## src/rtl/badge_auth_pkg.sv

```systemverilog
package badge_auth_pkg;
    typedef enum logic [1:0] {
        ST_WAIT  = 2'd0,
        ST_CHECK = 2'd1,
        ST_GRANT = 2'd2
    } auth_state_e;
endpackage

```

## src/rtl/badge_id_table.sv

```systemverilog
module badge_id_table #(
    parameter int ID_W    = 16,
    parameter int TABLE_N = 8,
    localparam int IDX_W  = $clog2(TABLE_N)
) (
    input  logic [IDX_W-1:0] idx,
    output logic [ID_W-1:0]  entry
);
    logic [ID_W-1:0] rom [TABLE_N];

    for (genvar g = 0; g < TABLE_N; g++) begin : g_rom
        localparam int VAL = (g + 1) * 32'h111;
        assign rom[g] = ID_W'(VAL);
    end

    assign entry = rom[idx];
endmodule

```

## src/rtl/badge_hold_timer.sv

```systemverilog
module badge_hold_timer #(
    parameter int CLK_HZ   = 50_000_000,
    parameter int HOLD_SEC = 4,
    localparam int TICK_W  = (CLK_HZ > 1) ? $clog2(CLK_HZ) : 1,
    localparam int SEC_W   = $clog2(HOLD_SEC + 1)
) (
    input  logic clk,
    input  logic rst,
    input  logic run,
    output logic expired
);
    localparam logic [TICK_W-1:0] TICK_LAST = TICK_W'(CLK_HZ - 1);
    localparam logic [SEC_W-1:0]  SEC_LAST  = SEC_W'(HOLD_SEC - 1);

    logic [TICK_W-1:0] tick_q;
    logic [SEC_W-1:0]  sec_q;
    logic              sec_edge;

    assign sec_edge = (tick_q == TICK_LAST);

    always_ff @(posedge clk) begin
        if (rst || !run) begin
            tick_q <= '0;
            sec_q  <= '0;
        end else if (sec_edge) begin
            tick_q <= '0;
            sec_q  <= sec_q + 1'b1;
        end else begin
            tick_q <= tick_q + 1'b1;
        end
    end

    assign expired = run && sec_edge && (sec_q == SEC_LAST);

    // the seconds count never passes the hold length while running
    p_sec_bound_r6: assert property (@(posedge clk) disable iff (rst)
        run |-> (sec_q < SEC_W'(HOLD_SEC)));

    // each new run starts from a cleared count
    p_run_cleared_r6: assert property (@(posedge clk) disable iff (rst)
        $rose(run) |-> (tick_q == '0 && sec_q == '0));
endmodule

```

## src/rtl/badge_auth_ctrl.sv

```systemverilog
module badge_auth_ctrl
    import badge_auth_pkg::*;
#(
    parameter int ID_W     = 16,
    parameter int TABLE_N  = 8,
    parameter int CLK_HZ   = 50_000_000,
    parameter int HOLD_SEC = 4,
    localparam int IDX_W   = $clog2(TABLE_N)
) (
    input  logic            clk,
    input  logic            rst,
    input  logic            request,
    input  logic [ID_W-1:0] badge_id,
    output logic            busy,
    output logic            auth
);
    localparam logic [IDX_W-1:0] IDX_LAST = IDX_W'(TABLE_N - 1);

    auth_state_e       state_q, state_d;
    logic [ID_W-1:0]   id_q;
    logic [IDX_W-1:0]  idx_q;
    logic [ID_W-1:0]   entry;
    logic              hit;
    logic              expired;

    badge_id_table #(.ID_W(ID_W), .TABLE_N(TABLE_N)) u_table (
        .idx   (idx_q),
        .entry (entry)
    );

    badge_hold_timer #(.CLK_HZ(CLK_HZ), .HOLD_SEC(HOLD_SEC)) u_timer (
        .clk     (clk),
        .rst     (rst),
        .run     (state_q == ST_GRANT),
        .expired (expired)
    );

    assign hit = (entry == id_q);

    // state register
    always_ff @(posedge clk) begin
        if (rst) state_q <= ST_WAIT;
        else     state_q <= state_d;
    end

    // captured identifier and scan pointer
    always_ff @(posedge clk) begin
        if (rst) begin
            id_q  <= '0;
            idx_q <= '0;
        end else begin
            unique case (state_q)
                ST_WAIT: begin
                    idx_q <= '0;
                    if (request) id_q <= badge_id;
                end
                ST_CHECK: if (!hit && idx_q != IDX_LAST) idx_q <= idx_q + 1'b1;
                default:  idx_q <= idx_q;
            endcase
        end
    end

    // transitions
    always_comb begin
        state_d = state_q;
        unique case (state_q)
            ST_WAIT:  if (request) state_d = ST_CHECK;                 // t_accept
            ST_CHECK: begin
                if (hit)                   state_d = ST_GRANT;         // t_hit
                else if (idx_q == IDX_LAST) state_d = ST_WAIT;         // t_miss
            end
            ST_GRANT: if (expired) state_d = ST_WAIT;                  // t_expire
            default:  state_d = ST_WAIT;
        endcase
    end

    // outputs
    always_comb begin
        busy = 1'b0;
        auth = 1'b0;
        unique case (state_q)
            ST_WAIT:  ;
            ST_CHECK: busy = 1'b1;
            ST_GRANT: begin busy = 1'b1; auth = 1'b1; end
            default:  ;
        endcase
    end

    // a request seen while idle starts a scan
    p_accept_r3: assert property (@(posedge clk) disable iff (rst)
        (state_q == ST_WAIT && request) |=> (state_q == ST_CHECK && idx_q == '0));

    // a grant is only entered from a scan
    p_grant_src_r4: assert property (@(posedge clk) disable iff (rst)
        $rose(auth) |-> ($past(state_q) == ST_CHECK));

    // a failed last entry ends the scan in idle
    p_miss_end_r5: assert property (@(posedge clk) disable iff (rst)
        (state_q == ST_CHECK && !hit && idx_q == IDX_LAST) |=> (state_q == ST_WAIT));

    // the stored identifier holds for the whole busy period
    p_id_hold_r7: assert property (@(posedge clk) disable iff (rst)
        (state_q != ST_WAIT && $past(state_q) != ST_WAIT) |-> $stable(id_q));

    // a request while busy never restarts the scan
    p_busy_ignore_r8: assert property (@(posedge clk) disable iff (rst)
        (state_q == ST_GRANT && request && !expired) |=> (state_q == ST_GRANT));

    // auth implies busy
    p_auth_busy_r9: assert property (@(posedge clk) disable iff (rst)
        auth |-> busy);
endmodule

```

## config.mk

```make
export PLATFORM = sky130hd
export DESIGN_NAME = badge_auth_ctrl
export DESIGN_NICKNAME = d
export VERILOG_FILES = /design/src/rtl/badge_auth_pkg.sv /design/src/rtl/badge_id_table.sv /design/src/rtl/badge_hold_timer.sv /design/src/rtl/badge_auth_ctrl.sv
export SDC_FILE = /design/constraint.sdc
export NUM_CORES = 1
export LEC_CHECK = 0
export ABC_AREA = 1
export BUFFER_PORTS_ARGS = -buffer_cell sky130_fd_sc_hd__buf_4
export CAP_MARGIN = 0
export CORE_ASPECT_RATIO = 0.8
export CORE_MARGIN = 2
export CORE_UTILIZATION = 45
export CTS_CLUSTER_SIZE = 10
export DETAILED_ROUTE_END_ITERATION = 8
export HOLD_SLACK_MARGIN = 0.05
export PLACE_DENSITY = 0.65
export SETUP_SLACK_MARGIN = 0.15
export SYNTH_ARGS = -nofsm -noshare
export SYNTH_HDL_FRONTEND = slang
export SYNTH_SLANG_ARGS = --single-unit
export TNS_END_PERCENT = 5
```

## constraint.sdc

```tcl
create_clock -name clk -period 4.4 [get_ports clk]
set_input_delay 0.88 -clock clk [delete_from_list [all_inputs] [get_ports clk]]
set_output_delay 0.88 -clock clk [all_outputs]
set_load 0.005 [all_outputs]
```

Yosys cells after proc, flatten, opt, wreduce, memory -nomap -nowiden
Memory sizes are Yosys's and may differ from the RTL's. Index checks and enable logic that the tools add are counted. Widths: inputs -> output; s select.

Memories kept: 1. Output and inout bits: 2. Register bits after elaboration: 50. Logic and storage cells: 46. Memory bits (read-only): 128.

Equality and inequality tests: 11. Bitwise gates (word level): 1. Reductions and logical operators: 13. Magnitude comparators: 1. Multiplexer cells: 11. Add/sub/neg operators: 3.

Memory list: (name not given) (words 8, bits a word 16, rd ports 1, clocked after memory_dff 0, write ports 0, RTL line badge_id_table.sv:16) `assign entry = rom[idx];`.

Operator list (number): $mux 16 (2); $add 26x1->26 const B (1); $eq 26x26->1 const B (1); $eq 16x16->1 (1); $mux 2 (4); $add 3x1->3 const B (2); $ne 2x2->1 const B (3); $ne 3x3->1 const B (2); $pmux 2 s3 (1); $pmux 3 s2 (1); $ge 4x4->1 const B (1); $not 3->4 (1); $reduce_and 2->1 (2); $reduce_or 2->1 (2); $eq 3x2->1 const B (1); $eq 3x3->1 const B (1); $logic_and 1x1->1 (3); $mux 3 (1); $reduce_and 3->1 (1); $eq 2x1->1 const B (1); $eq 2x2->1 const B (1); $logic_not 1->1 (2); $logic_not 2->1 (1); $mux 1 (2); 2 further kinds (2).

Depth between registers and ports, before layout
Depth in word-level cells: 9. Depth in mapped cells: 13.

Modules after synthesis
A second synthesis with hierarchy kept.

Cell total of the unflattened synthesis: 462. Area total of the unflattened synthesis: 2962.8 sq um.

By module, submodules not included: badge_hold_timer (cells each 250, times used 1, area an instance 1630.3 sq um); badge_auth_ctrl (cells each 188, times used 1, area an instance 1179.9 sq um); badge_id_table (cells each 24, times used 1, area an instance 152.6 sq um).

Worst setup path after synthesis
Ideal clock, no wire load.

Kind: input to register. From: input port rst. To: register u_timer.tick_q[10]. Path buffers: 1. Cell stages on the path: 6. Arrival: 1634 ps. Path slack: 2670 ps. Path through: inv_1 nand2_1 nor2_4 inv_2 buf_6 a221oi_1.

Word-level cells in the longest chain between the ends: 2.

RTL lines: start: declaration (RTL line badge_auth_ctrl.sv:11) `input logic rst,`; $logic_or 1x1->1 (RTL line badge_hold_timer.sv:22) `if (rst || !run) begin`; $reduce_or 2->1 (no source line); end signal: assignment (RTL line badge_hold_timer.sv:29) `tick_q <= tick_q + 1'b1;`; end: declaration (RTL line badge_hold_timer.sv:15) `logic [TICK_W-1:0] tick_q;`.

Every way passes these cells. A chain may end at the register's enable or synchronous reset.

Final worst setup path
From: input port rst. To: register u_timer.tick_q[13].

Same word-level chain as after synthesis.

==> results by group <==
Status
  – Run status: finished clean

GRT
  – Tot GR Track Use: 0.1820
  – Grt ovf: 0
  – Pin count of the biggest net entering global routing: 22
  – Vias in the first global route: 2026
  – First-pass GRT wire length: 9135 µm
  – Initial antenna violation count: 0

Synth
  – Post-synthesis cell area: about 0.0026 mm²
  – Seq/Total Area, Yosys: 0.3901
  – #FFs+latches synth: 50
  – EDFF count, synth: 0
  – Main synth FF type: dfxtp_1
  – Syn_nets: 394
  – Fraction of registers with async set or reset after synthesis: 0
  – Synth Warn #: 0
  – Post-Syn Instances: 366
  – Avg Inst Size Synth: roughly 7 µm²
  – Post-synth cell types: 33

Route
  – First-pass DRT Iterations: 4
  – Final ANT Viol Nets: 0
  – Final wirelength: roughly 5200 µm
  – Drt drc: 0
  – Vias per cell: around 4.9
  – Via Count: 2284
  – DR iter-0 viols: around 150
  – Drt wl/cell: roughly 11 µm

STA
  – Final Hold Fails: 0
  – Setup TNS: 0 ns
  – Tightest Pin Transition: about 0.60 ns
  – Clk_skew: ~0.0084 ns
  – Final setup vio count: 0
  – Final WS setup: between 2 and 2.5 ns
  – Fmax: ~0.49 GHz
  – RSZ-0062 raised after global routing: no
  – Tcrit/Tclk final: 0.4669
  – Period minus WS final: ~2.1 ns
  – Max-slew violation count: 0
  – Slew margin rel.: 0.5991

Power
  – Total power: ~0.88 mW
  – Power Density: 306.4 mW/mm²
  – Leakage: 1.110 nW
  – Max VDD drop: 137.2 µV

Layout
  – Layout Utilization: 0.5261
  – Layout Nets: between 400 and 500
  – # fillers: approximately 570
  – Cell Count, Final, Fillers Out: roughly 470
  – Area of the multi-input gates: 0.001383 mm²
  – Area Growth Syn to Fin: 12.04%
  – Register area: between 0.001 and 0.0015 mm²
  – Layout cells sized above 1: 0.1340
  – N_diodes: 0

Clock tree
  – Hold-fix buffers at CTS: 0
  – Clock root cell: clkbuf_8
  – Setup bufs post-CTS: 0
  – CTS tree: built
  – Clock Latency Late Sink: approximately 0.3 ns
  – H-tree Lvls: 2
  – Cts bufs inserted: 5
  – Clock sinks: 50
  – Clk buf depth: 2
  – Worst-path clk slew: ~0.08 ns
  – CTS resizes: 0

Setup path
  – Worst path cell trace: buf_4 -> inv_1 -> nand2_1 -> nor2_4 -> inv_2 -> a211oi_1
  – CP max stage delay: about 0.35 ns
  – CP top delay family: buffers and inverters
  – FF-to-FF End: idx_q[0]
  – Worst-case reg-to-reg path depth: 13
  – R2R Path Start: idx_q[0]
  – Crit end category: flop
  – R2R Setup Slk: 2.45 ns
  – Beginning of the critical path: rst
  – Crit path required time: approximately 4.6 ns
  – Crit path DAT: between 2 and 2.5 ns
  – Crit Path Category: in2reg
  – Bufs and invs on worst path: 3
  – CP max FO: 20
  – Critical Path Slowest Stage Cell: inv_1
  – CP Launch Type: primary input

Run
  – Max_cap viols: 0

Floorplan
  – Starting Density: 0.4696
  – Die height: ~70 µm
  – Die area: around 0.0063 mm²
  – Core ar.: between 0.005 and 0.006 mm²
  – Site Rows: 24
  – # IOs: 21
  – Die W: 88.43 µm

Place
  – Post-Place Cells: roughly 460
  – Gpl congestion: around 0.86
  – Final HPWL DP: approximately 3900 µm
  – # port buffers: 20
  – Place WS: 2.041 ns

Worst hold path
  – Hold EP: u_timer.tick_q[0]
  – Worst hold path class: reg2reg
  – Hold depth: 1
  – Hold Crit Start: u_timer.tick_q[0]
==> cells in the mapped netlist (3+ instances only) <==
cell      count  area share
inv_1        36       0.053
nand4_1       5       0.012
clkbuf_1      4      0.0058
nor3_1       14       0.027
xor2_1        3       0.010
a21oi_1      26       0.051
nor2_4        5       0.022
nand2_2       5       0.012
o21ai_0      29       0.057
nor2_2        5       0.012
nor2_1       65       0.095
ha_1          9       0.044
dfxtp_1      50        0.39
nand3_1      15       0.029
nand2_1      68       0.099
==> cell usage in the layout (no fill, tap or decap) <==
cell        netlist  routed
nand2_1          68      68
nor2_1           65      65
dfxtp_1          50      50
inv_1            36      36
o21ai_0          29      29
a21oi_1          26      26
buf_4             1      20
nand3_1          15      15
nor3_1           14      14
ha_1              9       9
clkbuf_8          0       6
nand2_2           5       5
nor2_4            5       5
nor2_2            5       5
nand4_1           5       5
xor2_1            3       3
xnor2_1           2       2
nand3b_1          2       2
a21oi_2           2       2
or2_0             2       2
inv_2             2       2
a211oi_1          2       2
nand3_2           2       2
nor3b_1           2       2
and3_1            2       2
a21boi_0          1       1
inv_4             1       1
or2_2             1       1
nand2_4           1       1
o21bai_1          1       1
o21a_1            1       1
a221oi_1          1       1
clkinv_2          0       1
clkinvlp_4        0       1
==> power breakdown <==
| part | total, mW | internal (mW) | switching (mW) | leakage (nW) |
|---|---|---|---|---|
| registers | 0.488 | 0.472 | 0.0165 | 0.407 |
| logic | 0.112 | 0.0462 | 0.0657 | 0.656 |
| clock network | 0.281 | 0.127 | 0.154 | 0.0472 |
| total | 0.881 | 0.645 | 0.236 | 1.11 |
==> registers in the layout, indices dropped and copies added (netlist names) <==
signal,flops
u_timer.sec_q,3
id_q,16
state_q,2
idx_q,3
u_timer.tick_q,26
==> worst max-delay path by stage <==
stage                              end  depth (start not counted)
floorplan           u_timer.tick_q[10]                          6
global placement    u_timer.tick_q[10]                          6
global route                  idx_q[0]                         13
finish              u_timer.tick_q[13]                          6
detailed placement  u_timer.tick_q[13]                          6
CTS                               busy                          3
==> per-stage QoR <==
stage / cell area [µm²] / hold slack (ns)
floorplan: 2566 / 0.4175
CTS: 2875 / 0.4739
finish: 2875 / 0.4611
global route: 2875 / 0.4980
global placement: 2780 / 0.4342
detailed placement: 2780 / 0.4609
==> per-layer routing <==
layer,wire length [µm],part of all wire,track usage,vias up
met3,322,0.061,0.03571,2
met5,0,0,0,-
met1,2846,0.54,0.2897,1010
met4,29,0.0055,0.04040,0
met2,2047,0.39,0.2523,50
li1,-,-,-,1222
==> area by class of cell <==
cell class	instances	area share
multi-input cells	271	0.4809
repair buffers	20	0.05222
inverters	39	0.05178
flip-flops and latches	50	0.3481
well taps	78	0.03394
clock inverters	2	0.004352
clock buffers	6	0.02872
==> cells by family (layout without fill, tap and decap cells) <==
kind of cell    Yosys count  after routing  share of synthesized area
compound gates           63             63                     0.1321
xor+xnor                  5              5                    0.01707
fa+ha+maj                 9              9                    0.04388
buf+inv                  45             67                    0.07119
flops                    50             50                     0.3901
simple gates            194            194                     0.3457
No activity file was read; power rests on OpenSTA's default activity.
